**config.mk**
```make
export PLATFORM = sky130hd
export DESIGN_NAME = prbs_err_counter
export DESIGN_NICKNAME = d
export VERILOG_FILES = /design/src/rtl/prbs_err_pkg.sv /design/src/rtl/prbs_err_ctrl.sv /design/src/rtl/prbs_err_count.sv /design/src/rtl/prbs_err_counter.sv
export SDC_FILE = /design/constraint.sdc
export NUM_CORES = 1
export LEC_CHECK = 0
export BUFFER_PORTS_ARGS = -buffer_cell sky130_fd_sc_hd__buf_2
export CORE_MARGIN = 2
export CORE_UTILIZATION = 35
export DETAILED_ROUTE_END_ITERATION = 8
export PLACE_DENSITY = 0.59
export SYNTH_ARGS = -nofsm -noshare
export SYNTH_HDL_FRONTEND = slang
export SYNTH_SLANG_ARGS = --single-unit
```
**constraint.sdc**
```tcl
create_clock -name clk -period 2.8 [get_ports clk]
set_input_delay 0.14 -clock clk [delete_from_list [all_inputs] [get_ports clk]]
set_output_delay 0.14 -clock clk [all_outputs]
set_load 0.05 [all_outputs]
```
**src/rtl/prbs_err_pkg.sv**
```systemverilog
package prbs_err_pkg;
    typedef enum logic [1:0] {
        ST_TRACK  = 2'd0,
        ST_FROZEN = 2'd1,
        ST_LATCH  = 2'd2
    } cap_state_t;
endpackage

```
**src/rtl/prbs_err_ctrl.sv**
```systemverilog
module prbs_err_ctrl
    import prbs_err_pkg::*;
(
    input  logic       clk,
    input  logic       rst_n,
    input  logic       mode_sel,
    input  logic       snap_set,
    input  logic       rd_hi,
    input  logic       sec_tick,
    output cap_state_t state,
    output logic       snap_q,
    output logic       clr_req,
    output logic       buf_load
);
    cap_state_t state_d;
    logic       set_eff;
    logic       snap_edge;

    assign set_eff   = snap_set && !rd_hi;
    assign snap_edge = (state == ST_TRACK) && !mode_sel && set_eff && !snap_q;

    always_comb begin
        state_d = state;
        unique case (state)
            ST_TRACK:  state_d = mode_sel ? ST_LATCH : (snap_edge ? ST_FROZEN : ST_TRACK);
            ST_FROZEN: state_d = mode_sel ? ST_LATCH : (rd_hi ? ST_TRACK : ST_FROZEN);
            ST_LATCH:  state_d = mode_sel ? ST_LATCH : ST_TRACK;
            default:   state_d = ST_TRACK;
        endcase
    end

    always_ff @(posedge clk) begin
        if (!rst_n) begin
            state  <= ST_TRACK;
            snap_q <= 1'b0;
        end else begin
            state <= state_d;
            if (rd_hi)        snap_q <= 1'b0;
            else if (set_eff) snap_q <= 1'b1;
        end
    end

    always_comb begin
        clr_req  = 1'b0;
        buf_load = 1'b0;
        unique case (state)
            ST_TRACK: begin
                buf_load = 1'b1;
                clr_req  = snap_edge;
            end
            ST_FROZEN: begin
                buf_load = 1'b0;
            end
            ST_LATCH: begin
                buf_load = sec_tick;
                clr_req  = sec_tick;
            end
            default: ;
        endcase
    end

    // a high byte read always leaves the request bit at 0
    p_rd_clears_r7: assert property (@(posedge clk) disable iff (!rst_n)
        rd_hi |=> !snap_q);

    // the snapshot edge enters FROZEN with the bit set
    p_edge_freeze_r6: assert property (@(posedge clk) disable iff (!rst_n)
        (state == ST_TRACK && !mode_sel && snap_set && !rd_hi && !snap_q)
        |=> (state == ST_FROZEN && snap_q));
endmodule

```
**src/rtl/prbs_err_count.sv**
```systemverilog
module prbs_err_count #(
    parameter int CNT_W = 16
) (
    input  logic             clk,
    input  logic             rst_n,
    input  logic             mon_en,
    input  logic             prbs_sync,
    input  logic             err_stb,
    input  logic             bit_stb,
    input  logic             alarm_sim,
    input  logic             clr,
    output logic [CNT_W-1:0] cnt_q
);
    localparam logic [CNT_W-1:0] CNT_MAX = {CNT_W{1'b1}};

    logic half_q;
    logic evt;
    logic gate;

    assign gate = mon_en && prbs_sync;
    assign evt  = gate && (alarm_sim ? (bit_stb && half_q) : err_stb);

    always_ff @(posedge clk) begin
        if (!rst_n) begin
            half_q <= 1'b0;
            cnt_q  <= '0;
        end else begin
            if (!alarm_sim)   half_q <= 1'b0;
            else if (bit_stb) half_q <= !half_q;

            if (clr)                         cnt_q <= evt ? CNT_W'(1) : '0;
            else if (evt && cnt_q != CNT_MAX) cnt_q <= cnt_q + 1'b1;
        end
    end

    // the full count holds unless it is cleared
    p_sat_hold_r3: assert property (@(posedge clk) disable iff (!rst_n)
        (cnt_q == CNT_MAX && !clr) |=> cnt_q == CNT_MAX);

    // a clear leaves at most one event counted
    p_clr_low_r9: assert property (@(posedge clk) disable iff (!rst_n)
        clr |=> cnt_q <= CNT_W'(1));

    // pairing restarts whenever alarm simulation is off
    p_half_reset_r4: assert property (@(posedge clk) disable iff (!rst_n)
        !alarm_sim |=> !half_q);
endmodule

```
**src/rtl/prbs_err_counter.sv**
```systemverilog
module prbs_err_counter
    import prbs_err_pkg::*;
#(
    parameter int CNT_W = 16
) (
    input  logic                 clk,
    input  logic                 rst_n,
    input  logic                 mon_en,
    input  logic                 prbs_sync,
    input  logic                 err_stb,
    input  logic                 bit_stb,
    input  logic                 alarm_sim,
    input  logic                 sec_tick,
    input  logic                 mode_sel,
    input  logic                 snap_set,
    input  logic                 rd_lo,
    input  logic                 rd_hi,
    output logic [CNT_W/2-1:0]   buf_lo,
    output logic [CNT_W/2-1:0]   buf_hi,
    output logic                 snap_bit
);
    localparam int HALF_W = CNT_W / 2;

    cap_state_t       state;
    logic             clr_req;
    logic             buf_load;
    logic [CNT_W-1:0] cnt_q;
    logic [CNT_W-1:0] buf_q;
    logic             rd_lo_unused;

    assign rd_lo_unused = rd_lo;

    prbs_err_ctrl u_ctrl (
        .clk      (clk),
        .rst_n    (rst_n),
        .mode_sel (mode_sel),
        .snap_set (snap_set),
        .rd_hi    (rd_hi),
        .sec_tick (sec_tick),
        .state    (state),
        .snap_q   (snap_bit),
        .clr_req  (clr_req),
        .buf_load (buf_load)
    );

    prbs_err_count #(.CNT_W(CNT_W)) u_count (
        .clk       (clk),
        .rst_n     (rst_n),
        .mon_en    (mon_en),
        .prbs_sync (prbs_sync),
        .err_stb   (err_stb),
        .bit_stb   (bit_stb),
        .alarm_sim (alarm_sim),
        .clr       (clr_req),
        .cnt_q     (cnt_q)
    );

    always_ff @(posedge clk) begin
        if (!rst_n)        buf_q <= '0;
        else if (buf_load) buf_q <= cnt_q;
    end

    assign buf_lo = buf_q[HALF_W-1:0];
    assign buf_hi = buf_q[CNT_W-1:HALF_W];

    // the buffer holds while in FROZEN
    p_frozen_hold_r6: assert property (@(posedge clk) disable iff (!rst_n)
        (state == ST_FROZEN) |=> $stable(buf_q));

    // in TRACK the buffer takes the count seen one cycle earlier
    p_track_follow_r5: assert property (@(posedge clk) disable iff (!rst_n)
        (state == ST_TRACK) |=> buf_q == $past(cnt_q));

    // between ticks in LATCH the buffer holds
    p_latch_hold_r8: assert property (@(posedge clk) disable iff (!rst_n)
        (state == ST_LATCH && !sec_tick) |=> $stable(buf_q));
endmodule

```
# Word level (Yosys, flattened, before mapping)
# Cells that the tools add are included.
# Widths: inputs -> output; s select.
dict set report classes {
  addsub 1
  n_eq_ne 3
  mux 12
  bitwise 1
  reduce_logical 16
}
# operator count
set ops {}
lappend ops {{$mux 16} 2}
lappend ops {{$add 16x1->16 const B} 1}
lappend ops {{$ne 16x16->1 const B} 1}
lappend ops {{$logic_and 1x1->1} 8}
lappend ops {{$mux 2} 3}
lappend ops {{$pmux 2 s3} 1}
lappend ops {{$logic_not 1->1} 4}
lappend ops {{$mux 1} 4}
lappend ops {{$pmux 1 s2} 2}
lappend ops {{$eq 2x1->1 const B} 1}
lappend ops {{$eq 2x2->1 const B} 1}
lappend ops {{$logic_not 2->1} 1}
lappend ops {{$reduce_and 2->1} 1}
lappend ops {{$reduce_bool 2->1} 1}
lappend ops {{$reduce_or 2->1} 1}
lappend ops {{$not 1->1} 1}
dict set report word_totals {
  register_bits 36
  input_bits 12
  output_inout_bits 17
}

# Logic depth before layout (Yosys ltp)
# Gate-level depths: netlist of run 1.
dict set report logic_depth {
  depth_word 7
  mapped_depth 6
  ltp_nobuf 5
}

# Cells and area by module
# Synthesis of run 1 repeated with hierarchy kept, for this count alone.
dict set report hier_totals {
  hier_cells 179
  area_unflattened_um2 1697.9
}
# mod n_inst cells_per_inst area_each_um2 seq_area_each_um2
set modules_own_cells {}
lappend modules_own_cells {prbs_err_count 1 112 948.4 340.3}
lappend modules_own_cells {prbs_err_counter 1 51 615.6 320.3}
lappend modules_own_cells {prbs_err_ctrl 1 16 133.9 60.1}

# Worst setup path before layout of run 1
# Ideal clock, no wire load.
dict set report synth_timing {
  kind {register to register}
  start {register u_count.half_q}
  end {register u_count.cnt_q[9]}
  setup_ns 0.071
  arrival_ns 1.480
  slack_ns 1.249
  path_stages_with_launch 6
  period_less_slack_ns 1.551
  cell_sequence {dfxtp_1 nand3_1 a211o_1 buf_6 or4_1 a21oi_1}
}
dict set report synth_between {
  elab_chain_len 5
}
# element line
set synth_lines {}
lappend synth_lines {{from (decl)} prbs_err_count.sv:16} ;# logic half_q;
lappend synth_lines {{from (signal assigned)} prbs_err_count.sv:29} ;# else if (bit_stb) half_q <= !half_q;
lappend synth_lines {{$logic_and 1x1->1} prbs_err_count.sv:21} ;# assign evt = gate && (alarm_sim ? (bit_stb && half_q) : err_stb);
lappend synth_lines {{$mux 1} prbs_err_count.sv:21}
lappend synth_lines {{$logic_and 1x1->1} prbs_err_count.sv:21}
lappend synth_lines {{$logic_and 1x1->1} prbs_err_count.sv:32} ;# else if (evt && cnt_q != CNT_MAX) cnt_q <= cnt_q + 1'b1;
lappend synth_lines {{$reduce_bool 2->1 (no source line)} -}
lappend synth_lines {{to (signal assigned)} prbs_err_count.sv:31} ;# if (clr) cnt_q <= evt ? CNT_W'(1) : '0;
lappend synth_lines {{to (signal assigned)} prbs_err_count.sv:32}
lappend synth_lines {{to (decl)} prbs_err_count.sv:12} ;# output logic [CNT_W-1:0] cnt_q
# No other way between the ends.
# A chain may end at the register's enable or synchronous reset.

# Worst setup path in the final report of run 1
dict set report layout_timing {
  start {register u_count.cnt_q[2]}
  end {register u_count.cnt_q[0]}
}
dict set report layout_between {
  elab_chain_len 3
}
# element line
set layout_lines {}
lappend layout_lines {{$ne 16x16->1} prbs_err_count.sv:32}
lappend layout_lines {{$logic_and 1x1->1} prbs_err_count.sv:32}
lappend layout_lines {{$reduce_bool 2->1 (no source line)} -}
# No other way between the ends.

==> results of run 1 <==
## cells in the mapped netlist (2+ instances only)
cell type / number / area (µm²)
dfxtp_1: 36 / 721
nor2_1: 21 / 78.8
mux2i_1: 19 / 190
nand2_1: 13 / 48.8
a21oi_1: 12 / 60.1
o31ai_1: 8 / 60.1
or4_1: 8 / 60.1
nand3_1: 7 / 35.0
nand2b_1: 5 / 31.3
clkbuf_1: 3 / 11.3
inv_1: 3 / 11.3
nor4_1: 3 / 18.8
a21oi_2: 2 / 17.5
and3_1: 2 / 12.5
and4_1: 2 / 17.5
nand4_1: 2 / 12.5
nor4b_1: 2 / 17.5
o21a_1: 2 / 15.0
o21ai_0: 2 / 10.0
## report_power, final
part | switching [mW] | internal [mW]
registers | 0.00324 | 0.515
logic | 0.0340 | 0.0207
clock network | 0.178 | 0.219
## layout make-up
| class | count | area [µm²] | share of cell area [%] |
|---|---|---|---|
| clock buffers | 7 | 96.3 | 4.98 |
| inverters | 4 | 15.0 | 0.776 |
| multi-input cells | 129 | 886 | 45.8 |
| flip-flops and latches | 36 | 721 | 37.2 |
| well taps | 54 | 67.6 | 3.49 |
| repair buffers | 29 | 150 | 7.76 |
## flip-flops by register name, summed over array words and instances, names as in the netlist
name            flops
buf_q              16
u_count.cnt_q      16
u_count.half_q      1
u_ctrl.snap_q       1
u_ctrl.state        2
## worst paths after layout
path,to,cells past startpoint
setup reg to reg,u_count.cnt_q[0],4
hold reg to reg,buf_q[13],2
hold / removal,u_ctrl.state[0],2
setup / recovery,u_count.cnt_q[0],4
## cell families after synthesis
family                     after synthesis  synth area share [%]
muxes                                   19                  11.5
buffers and inverters                   10                  2.87
DFF                                     36                  43.6
xor gates and xnor gates                 1                 0.530
and+or+nand+nor                         74                  26.5
AOI/OAI and AO/OA                       34                  14.3
adders and majority gates                1                 0.756
## metal layers
metal / vias up / wire length [µm] / track usage [%]
met5: - / 0 / 0
li1: 713 / - / -
met3: 4 / 108 / 3.73
met4: 0 / 46 / 4.94
met2: 20 / 1600 / 21.3
met1: 644 / 1620 / 16.9
==> metrics.txt, run 1 <==
outcome complete, no violations; Chip Height between 70 and 80 µm; max-slew violation count 0; Hold Crit Class in2reg; share of cells above drive strength 1 between 20% and 30%; Worst-path clk slew 0.07 ns; number of setup violations in the final report 0; Avg Inst Size Synth 9.45 µm²; first-pass GRT wire length 5460 µm; period utilization 62.8%; GPL Wtd Cong between 0.7 and 0.8; Yosys warnings 0; Setup Skew around 0.0034 ns; CP Buf/Inv Count 0; Crit path max-delay family simple AND/OR/NAND/NOR gates; synth unique cells 42; # diodes 0; CP Max Fanout 9; largest net degree at the start of global routing 17; CP arrival 1.94 ns; P&R area growth vs syn 17.0%; hold_buf cts 0; DRT iter0 DRCs 78; VDD IR max 180 µV; type of origin of the critical path flip-flop; Post-DP Area 0.00184 mm²; DRT antenna net count 0; Die ar. 0.00529 mm²; pre-CTS setup slack 1.06 ns; Pre-antenna DRT Iters 4; WP data required 2.98 ns; LEAKAGE 0.830 nW; Ports 29; CTS tree yes; Post-CTS Setup Inserts 0; initial antenna violation count 0; smallest hold slack 0.0452 ns; total grt overflow 0; setup ws final 1.04 ns; drt wl/cell 13.0 µm; Max Root-Sink Buffers 2; fin util about two fifths; Post-Layout Cell Count 259; setup TNS 0 ns; async set-or-reset flop fraction in the synthesized netlist 0%; delay of the slowest critical-path stage 0.55 ns; post-route minimum period 1.76 ns; DRC errors left 0; max cap viols 0; Die Wd 72.7 µm; reg2reg start u_count.cnt_q[2]; Main synth FF type dfxtp_1; vias in the first global route 1180; effective utilization at floorplan 35.7%; Syn Inst Count about 180; Via density 5.33; clock sinks 36; sequential fraction of the synthesis area 43.6%; Synth Register Bits 36; clock latency on the worst-skew pair 0.28 ns; CORE AREA around 0.0046 mm²; most frequent cells in the layout dfxtp_1 (36), buf_2 (27), nor2_1 (21), mux2i_1 (19), nand2_1 (13); HP Start mode_sel; Max Clk Rate 569 MHz; final instance area 0.00194 mm²; total number of vias 1381; Worst slew margin 61.1%; DP Cell Count 252; CTS HTree Levels 2; WS Path Type reg2reg; final wirelength 3370 µm; Layout fillers 474; HPWL Detailed 2330 µm; cell row count 25; reg2reg setup slack 1.04 ns; Power Total 970 µW; Power Density 501 mW/mm²; most common cell after layout, fill and taps aside dfxtp_1; Root Driver clkbuf_8; Crit-path slowest cell nor4_4; CP cell instances nand4_2 -> nor4_4 -> o21ai_0 -> a32o_1; CTS resizes 0; Tot GR Track Use 13.3%; number of flops mapped to enable cells by yosys 0; syn nets 188; RSZ-0062 raised after global routing no; Port-buffer cells 27; Post-Syn Area 0.00165 mm²; Hold Vio Cnt, Final 0; Inserted Clock Buffers 5; NumNets Final around 220; Critical Path Start u_count.cnt_q[2]; worst slew pin tran approximately 0.58 ns; crit end category flip-flop
Note: power is estimated with default switching activity, not from simulation.
==> inputs of run 2 (changes only) <==
==> constraint.sdc (replaced) <==
create_clock -name clk -period 1.7 [get_ports clk]
set_input_delay 0.085 -clock clk [delete_from_list [all_inputs] [get_ports clk]]
set_output_delay 0.085 -clock clk [all_outputs]
set_load 0.05 [all_outputs]
==> metrics.txt, run 2 (synthesis gave the netlist of run 1 again) <==
outcome complete, no violations; CTS tree yes; DRC errors left 0; setup ws final 0.0732 ns; largest net degree at the start of global routing 17; Port-buffer cells 27; total number of vias 1456; number of setup violations in the final report 0; # diodes 0; final instance area 0.00209 mm²; DRT iter0 DRCs a little under 80; total grt overflow 0; Power Density 760 mW/mm²; Max Clk Rate 615 MHz; Die Wd 72.7 µm; Ports 29; clock sinks 36; Layout fillers 458; cell row count 25; GPL Wtd Cong 0.767; initial antenna violation count 0; smallest hold slack 0.00884 ns; most frequent cells in the layout dfxtp_1 (34), buf_2 (27), nor2_1 (21), mux2i_1 (19), buf_4 (19); Chip Height 72.7 µm; HPWL Detailed 2570 µm; effective utilization at floorplan 35.7%; Power Total around 1.6 mW; Setup Skew 0.00466 ns; setup TNS 0 ns; CTS HTree Levels 2; WP data required 1.92 ns; first-pass GRT wire length about 5700 µm; max-slew violation count 0; NumNets Final roughly 240; clock latency on the worst-skew pair 0.29 ns; pre-CTS setup slack 0.0421 ns; most common cell after layout, fill and taps aside dfxtp_1; Die ar. 0.00529 mm²; P&R area growth vs syn 26.1%; max cap viols 0; VDD IR max about 270 µV; fin util 45.1%; Worst slew margin 59.1%; vias in the first global route 1213; LEAKAGE 0.918 nW; DP Cell Count 269; Hold Vio Cnt, Final 0; share of cells above drive strength 1 29.0%; type of origin of the critical path flip-flop; top flop regs buf_q (16), u_count.cnt_q (16), u_ctrl.state (2); CP Max Fanout 11; DRT antenna net count 0; Via density 5.24; Post-DP Area 0.00197 mm²; Hold Crit Class in2reg; Pre-antenna DRT Iters 5; WS Path Type reg2reg; Post-Layout Cell Count approximately 280; drt wl/cell approximately 13 µm; RSZ-0062 raised after global routing yes; Max Root-Sink Buffers 2; period utilization 95.7%; crit end category flip-flop; Tot GR Track Use 14.1%; CORE AREA 0.00463 mm²; Worst-path clk slew 0.07 ns; post-route minimum period between 1.5 and 2 ns; Inserted Clock Buffers 5; CP arrival 1.85 ns; worst slew pin tran 0.612 ns; Root Driver clkbuf_8; final wirelength 3660 µm
==> run 2: cell types whose count changed in the layout (fill, tap and decap cells not counted), sizes merged <==
cell,change
clkbuf,+1
dlygate4sd3,+1
buf,+17
==> run 2: worst max-delay path: stages (launching register included) <==
cell and delay, ns:
dfxtp_1 0.34, nand3_1 0.13, a211o_4 0.43, or4_1 0.51
a21oi_1 0.14
==> run 2: worst paths after layout <==
path	from	end	slack (ns)	cells past startpoint
hold reg to reg	buf_q[0]	buf_q[0]	0.49	2
setup / recovery	u_count.half_q	u_count.cnt_q[9]	0.07	4
setup reg to reg	u_count.half_q	u_count.cnt_q[9]	0.07	4
hold / removal	snap_set	u_ctrl.snap_q	0.009	3
==> run 2: per-layer routing <==
| metal | track usage, % | routed length [µm] | vias to the layer above |
|---|---|---|---|
| met5 | 0 | 0 | - |
| met4 | 7.41 | 82 | 0 |
| met3 | 3.45 | 135 | 7 |
| met2 | 21.2 | 1690 | 25 |
| met1 | 18.5 | 1760 | 671 |
| li1 | - | - | 753 |
==> run 2: layout make-up <==
| cell class | count | area, µm² | share of cell area (%) |
|---|---|---|---|
| Tap cell | 54 | 67.6 | 3.24 |
| Clock buffer | 8 | 90.1 | 4.32 |
| Multi-Input combinational cell | 129 | 902 | 43.3 |
| Inverter | 4 | 15.0 | 0.720 |
| Sequential cell | 36 | 723 | 34.7 |
| Timing Repair Buffer | 47 | 288 | 13.8 |
==> run 2: what timing repair did <==
| item | in CTS | in global routing |
|---|---|---|
| hold buffers | 1 | 0 |
| endpoints found under the setup margin | 0 | 13 |
| gates resized for setup | 0 | 6 |
| endpoints found under the hold margin | 1 | 0 |
| buffers inserted | 0 | 0 |
==> run 2: where the power goes <==
part           leakage, nW  switching [mW]  internal (mW)
combinational        0.581          0.0608         0.0400
clock               0.0455           0.298          0.331
sequential           0.292         0.00534          0.849
total                0.918           0.365           1.22
==> inputs of run 3 (changes only) <==
--- a/config.mk
+++ b/config.mk
@@ -7,9 +7,9 @@
 export LEC_CHECK = 0
 export BUFFER_PORTS_ARGS = -buffer_cell sky130_fd_sc_hd__buf_2
 export CORE_MARGIN = 2
-export CORE_UTILIZATION = 35
+export CORE_UTILIZATION = 45
 export DETAILED_ROUTE_END_ITERATION = 8
-export PLACE_DENSITY = 0.59
+export PLACE_DENSITY = 0.71
 export SYNTH_ARGS = -nofsm -noshare
 export SYNTH_HDL_FRONTEND = slang
 export SYNTH_SLANG_ARGS = --single-unit
==> metrics.txt, run 3 (synthesis gave the netlist of run 1 again) <==
outcome complete, no violations; Chip Height 64.6 µm; Crit-path slowest cell or4_4; Setup Skew 0.00437 ns; storage element area 723 µm²; Hold Vio Cnt, Final 0; clock latency on the worst-skew pair between 0.2 and 0.3 ns; Power Total ~1.6 mW; Tot GR Track Use a little under a fifth; final instance area 0.00209 mm²; CP cell instances nand4_1 -> or4_4 -> a21bo_1 -> a21oi_2; Layout fillers 328; CP Max Fanout 6; WP data required about 1.9 ns; DRT antenna net count 0; Via density 5.45; delay of the slowest critical-path stage approximately 0.56 ns; reg2reg setup slack 0.07 ns; first-pass GRT wire length 5960 µm; vias in the first global route 1354; WHS Path Cells 3; effective utilization at floorplan 45.9%; r2r worst-path depth 4; NumNets Final 235; period utilization 96.0%; crit end category flip-flop; GPL Wtd Cong roughly 0.77; Hold Crit Class in2reg; Power Density 765 mW/mm²; clock sinks 36; P&R area growth vs syn 26.6%; number of setup violations in the final report 0; most common cell after layout, fill and taps aside dfxtp_1; WS Path Type reg2reg; most frequent cells in the layout dfxtp_1 (34), buf_2 (27), nor2_1 (21), mux2i_1 (19), buf_4 (17); Die ar. 0.00418 mm²; largest net degree at the start of global routing 17; reg2reg start u_count.cnt_q[8]; area of the multi-input gates 926 µm²; DRC errors left 0; worst slew pin tran 0.623 ns; CP arrival 1.85 ns; share of cells above drive strength 1 30.6%; LEAKAGE 0.913 nW; Post-DP Area 0.00194 mm²; initial antenna violation count 0; drt wl/cell approximately 13 µm; Critical Path Start u_count.cnt_q[8]; max-slew violation count 0; max cap viols 0; Reg2Reg Capture Point u_count.cnt_q[1]; CORE AREA between 0.003 and 0.004 mm²; post-route minimum period between 1.5 and 2 ns; CP Buf/Inv Count 0; Root Driver clkbuf_8; total grt overflow 0; total number of vias 1472; RSZ-0062 raised after global routing yes; cell row count 22; HPWL Detailed 2460 µm; type of origin of the critical path flip-flop; Port-buffer cells 27; Pre-antenna DRT Iters 4; CP Capture Point u_count.cnt_q[1]; Die Wd 64.6 µm; Post-CTS Setup Inserts 0; CTS HTree Levels 2; Ports 29; VDD IR max 323 µV; final wirelength 3610 µm; # diodes 0; Crit path max-delay family simple AND/OR/NAND/NOR gates; Inserted Clock Buffers 5; Worst-path clk slew 0.07 ns; CTS tree yes; Max Clk Rate about 600 MHz; Worst slew margin between 50% and 60%; top flop regs buf_q (16), u_count.cnt_q (16), u_ctrl.state (2); DRT iter0 DRCs 94; Max Root-Sink Buffers 2; Critical Path Stages 4
run 3: what timing repair did:
item,CTS,global route
hold buffers,1,0
gates resized for setup,0,10
endpoints found under the hold margin,1,0
setup endpoints to repair,0,13
run 3: metal layers:
layer  vias up  wire length [µm]  track usage [%]
met4         0                96             10.1
met5         -                 0                0
met2        36              1670             31.0
met3        10               146             4.17
met1       674              1700             21.9
li1        752                 -                -
run 3: final cells by class:
class                   count  area share (%)
repair buffers             45            13.0
well taps                  48            2.87
flip-flops and latches     36            34.5
inverters                   4           0.717
multi-input cells         130            44.2
clock buffers               7            4.60
run 3: stage by stage:
stage          setup TNS, ns  worst slack [ns]  util [%]  std cells  hold WS, ns
3_5_place_dp               0            0.0194      53.9        261        0.292
4_1_cts                    0           0.00708      56.9        269       0.0199
5_1_grt              -0.0671           -0.0671      58.1        270       0.0278
6_report                   0            0.0681      58.1        270       0.0234
3_3_place_gp               0            0.0857      53.9        261        0.292
2_1_floorplan              0             0.149         -        175        0.164
run 3: worst min-delay path by stage:
stage,startpoint,to,slack [ns]
finish,snap_set,u_ctrl.snap_q,0.02
global route,snap_set,u_ctrl.snap_q,0.03
CTS,snap_set,u_ctrl.snap_q,0.02
detailed placement,mode_sel,u_ctrl.state[0],0.29
global placement,mode_sel,u_ctrl.state[0],0.29
floorplan,mode_sel,u_ctrl.state[0],0.16
run 3: worst min-delay path, delay by kind of cell:
family                 cells  cell delay, ns
buffers and inverters      1            0.08
and+or+nand+nor            2            0.10
run 3: power breakdown:
group	internal, mW	switching (mW)	total (mW)
Combinational	0.0402	0.0621	0.102
Sequential	0.849	0.00583	0.855
Clock	0.360	0.283	0.644
Total	1.25	0.351	1.60
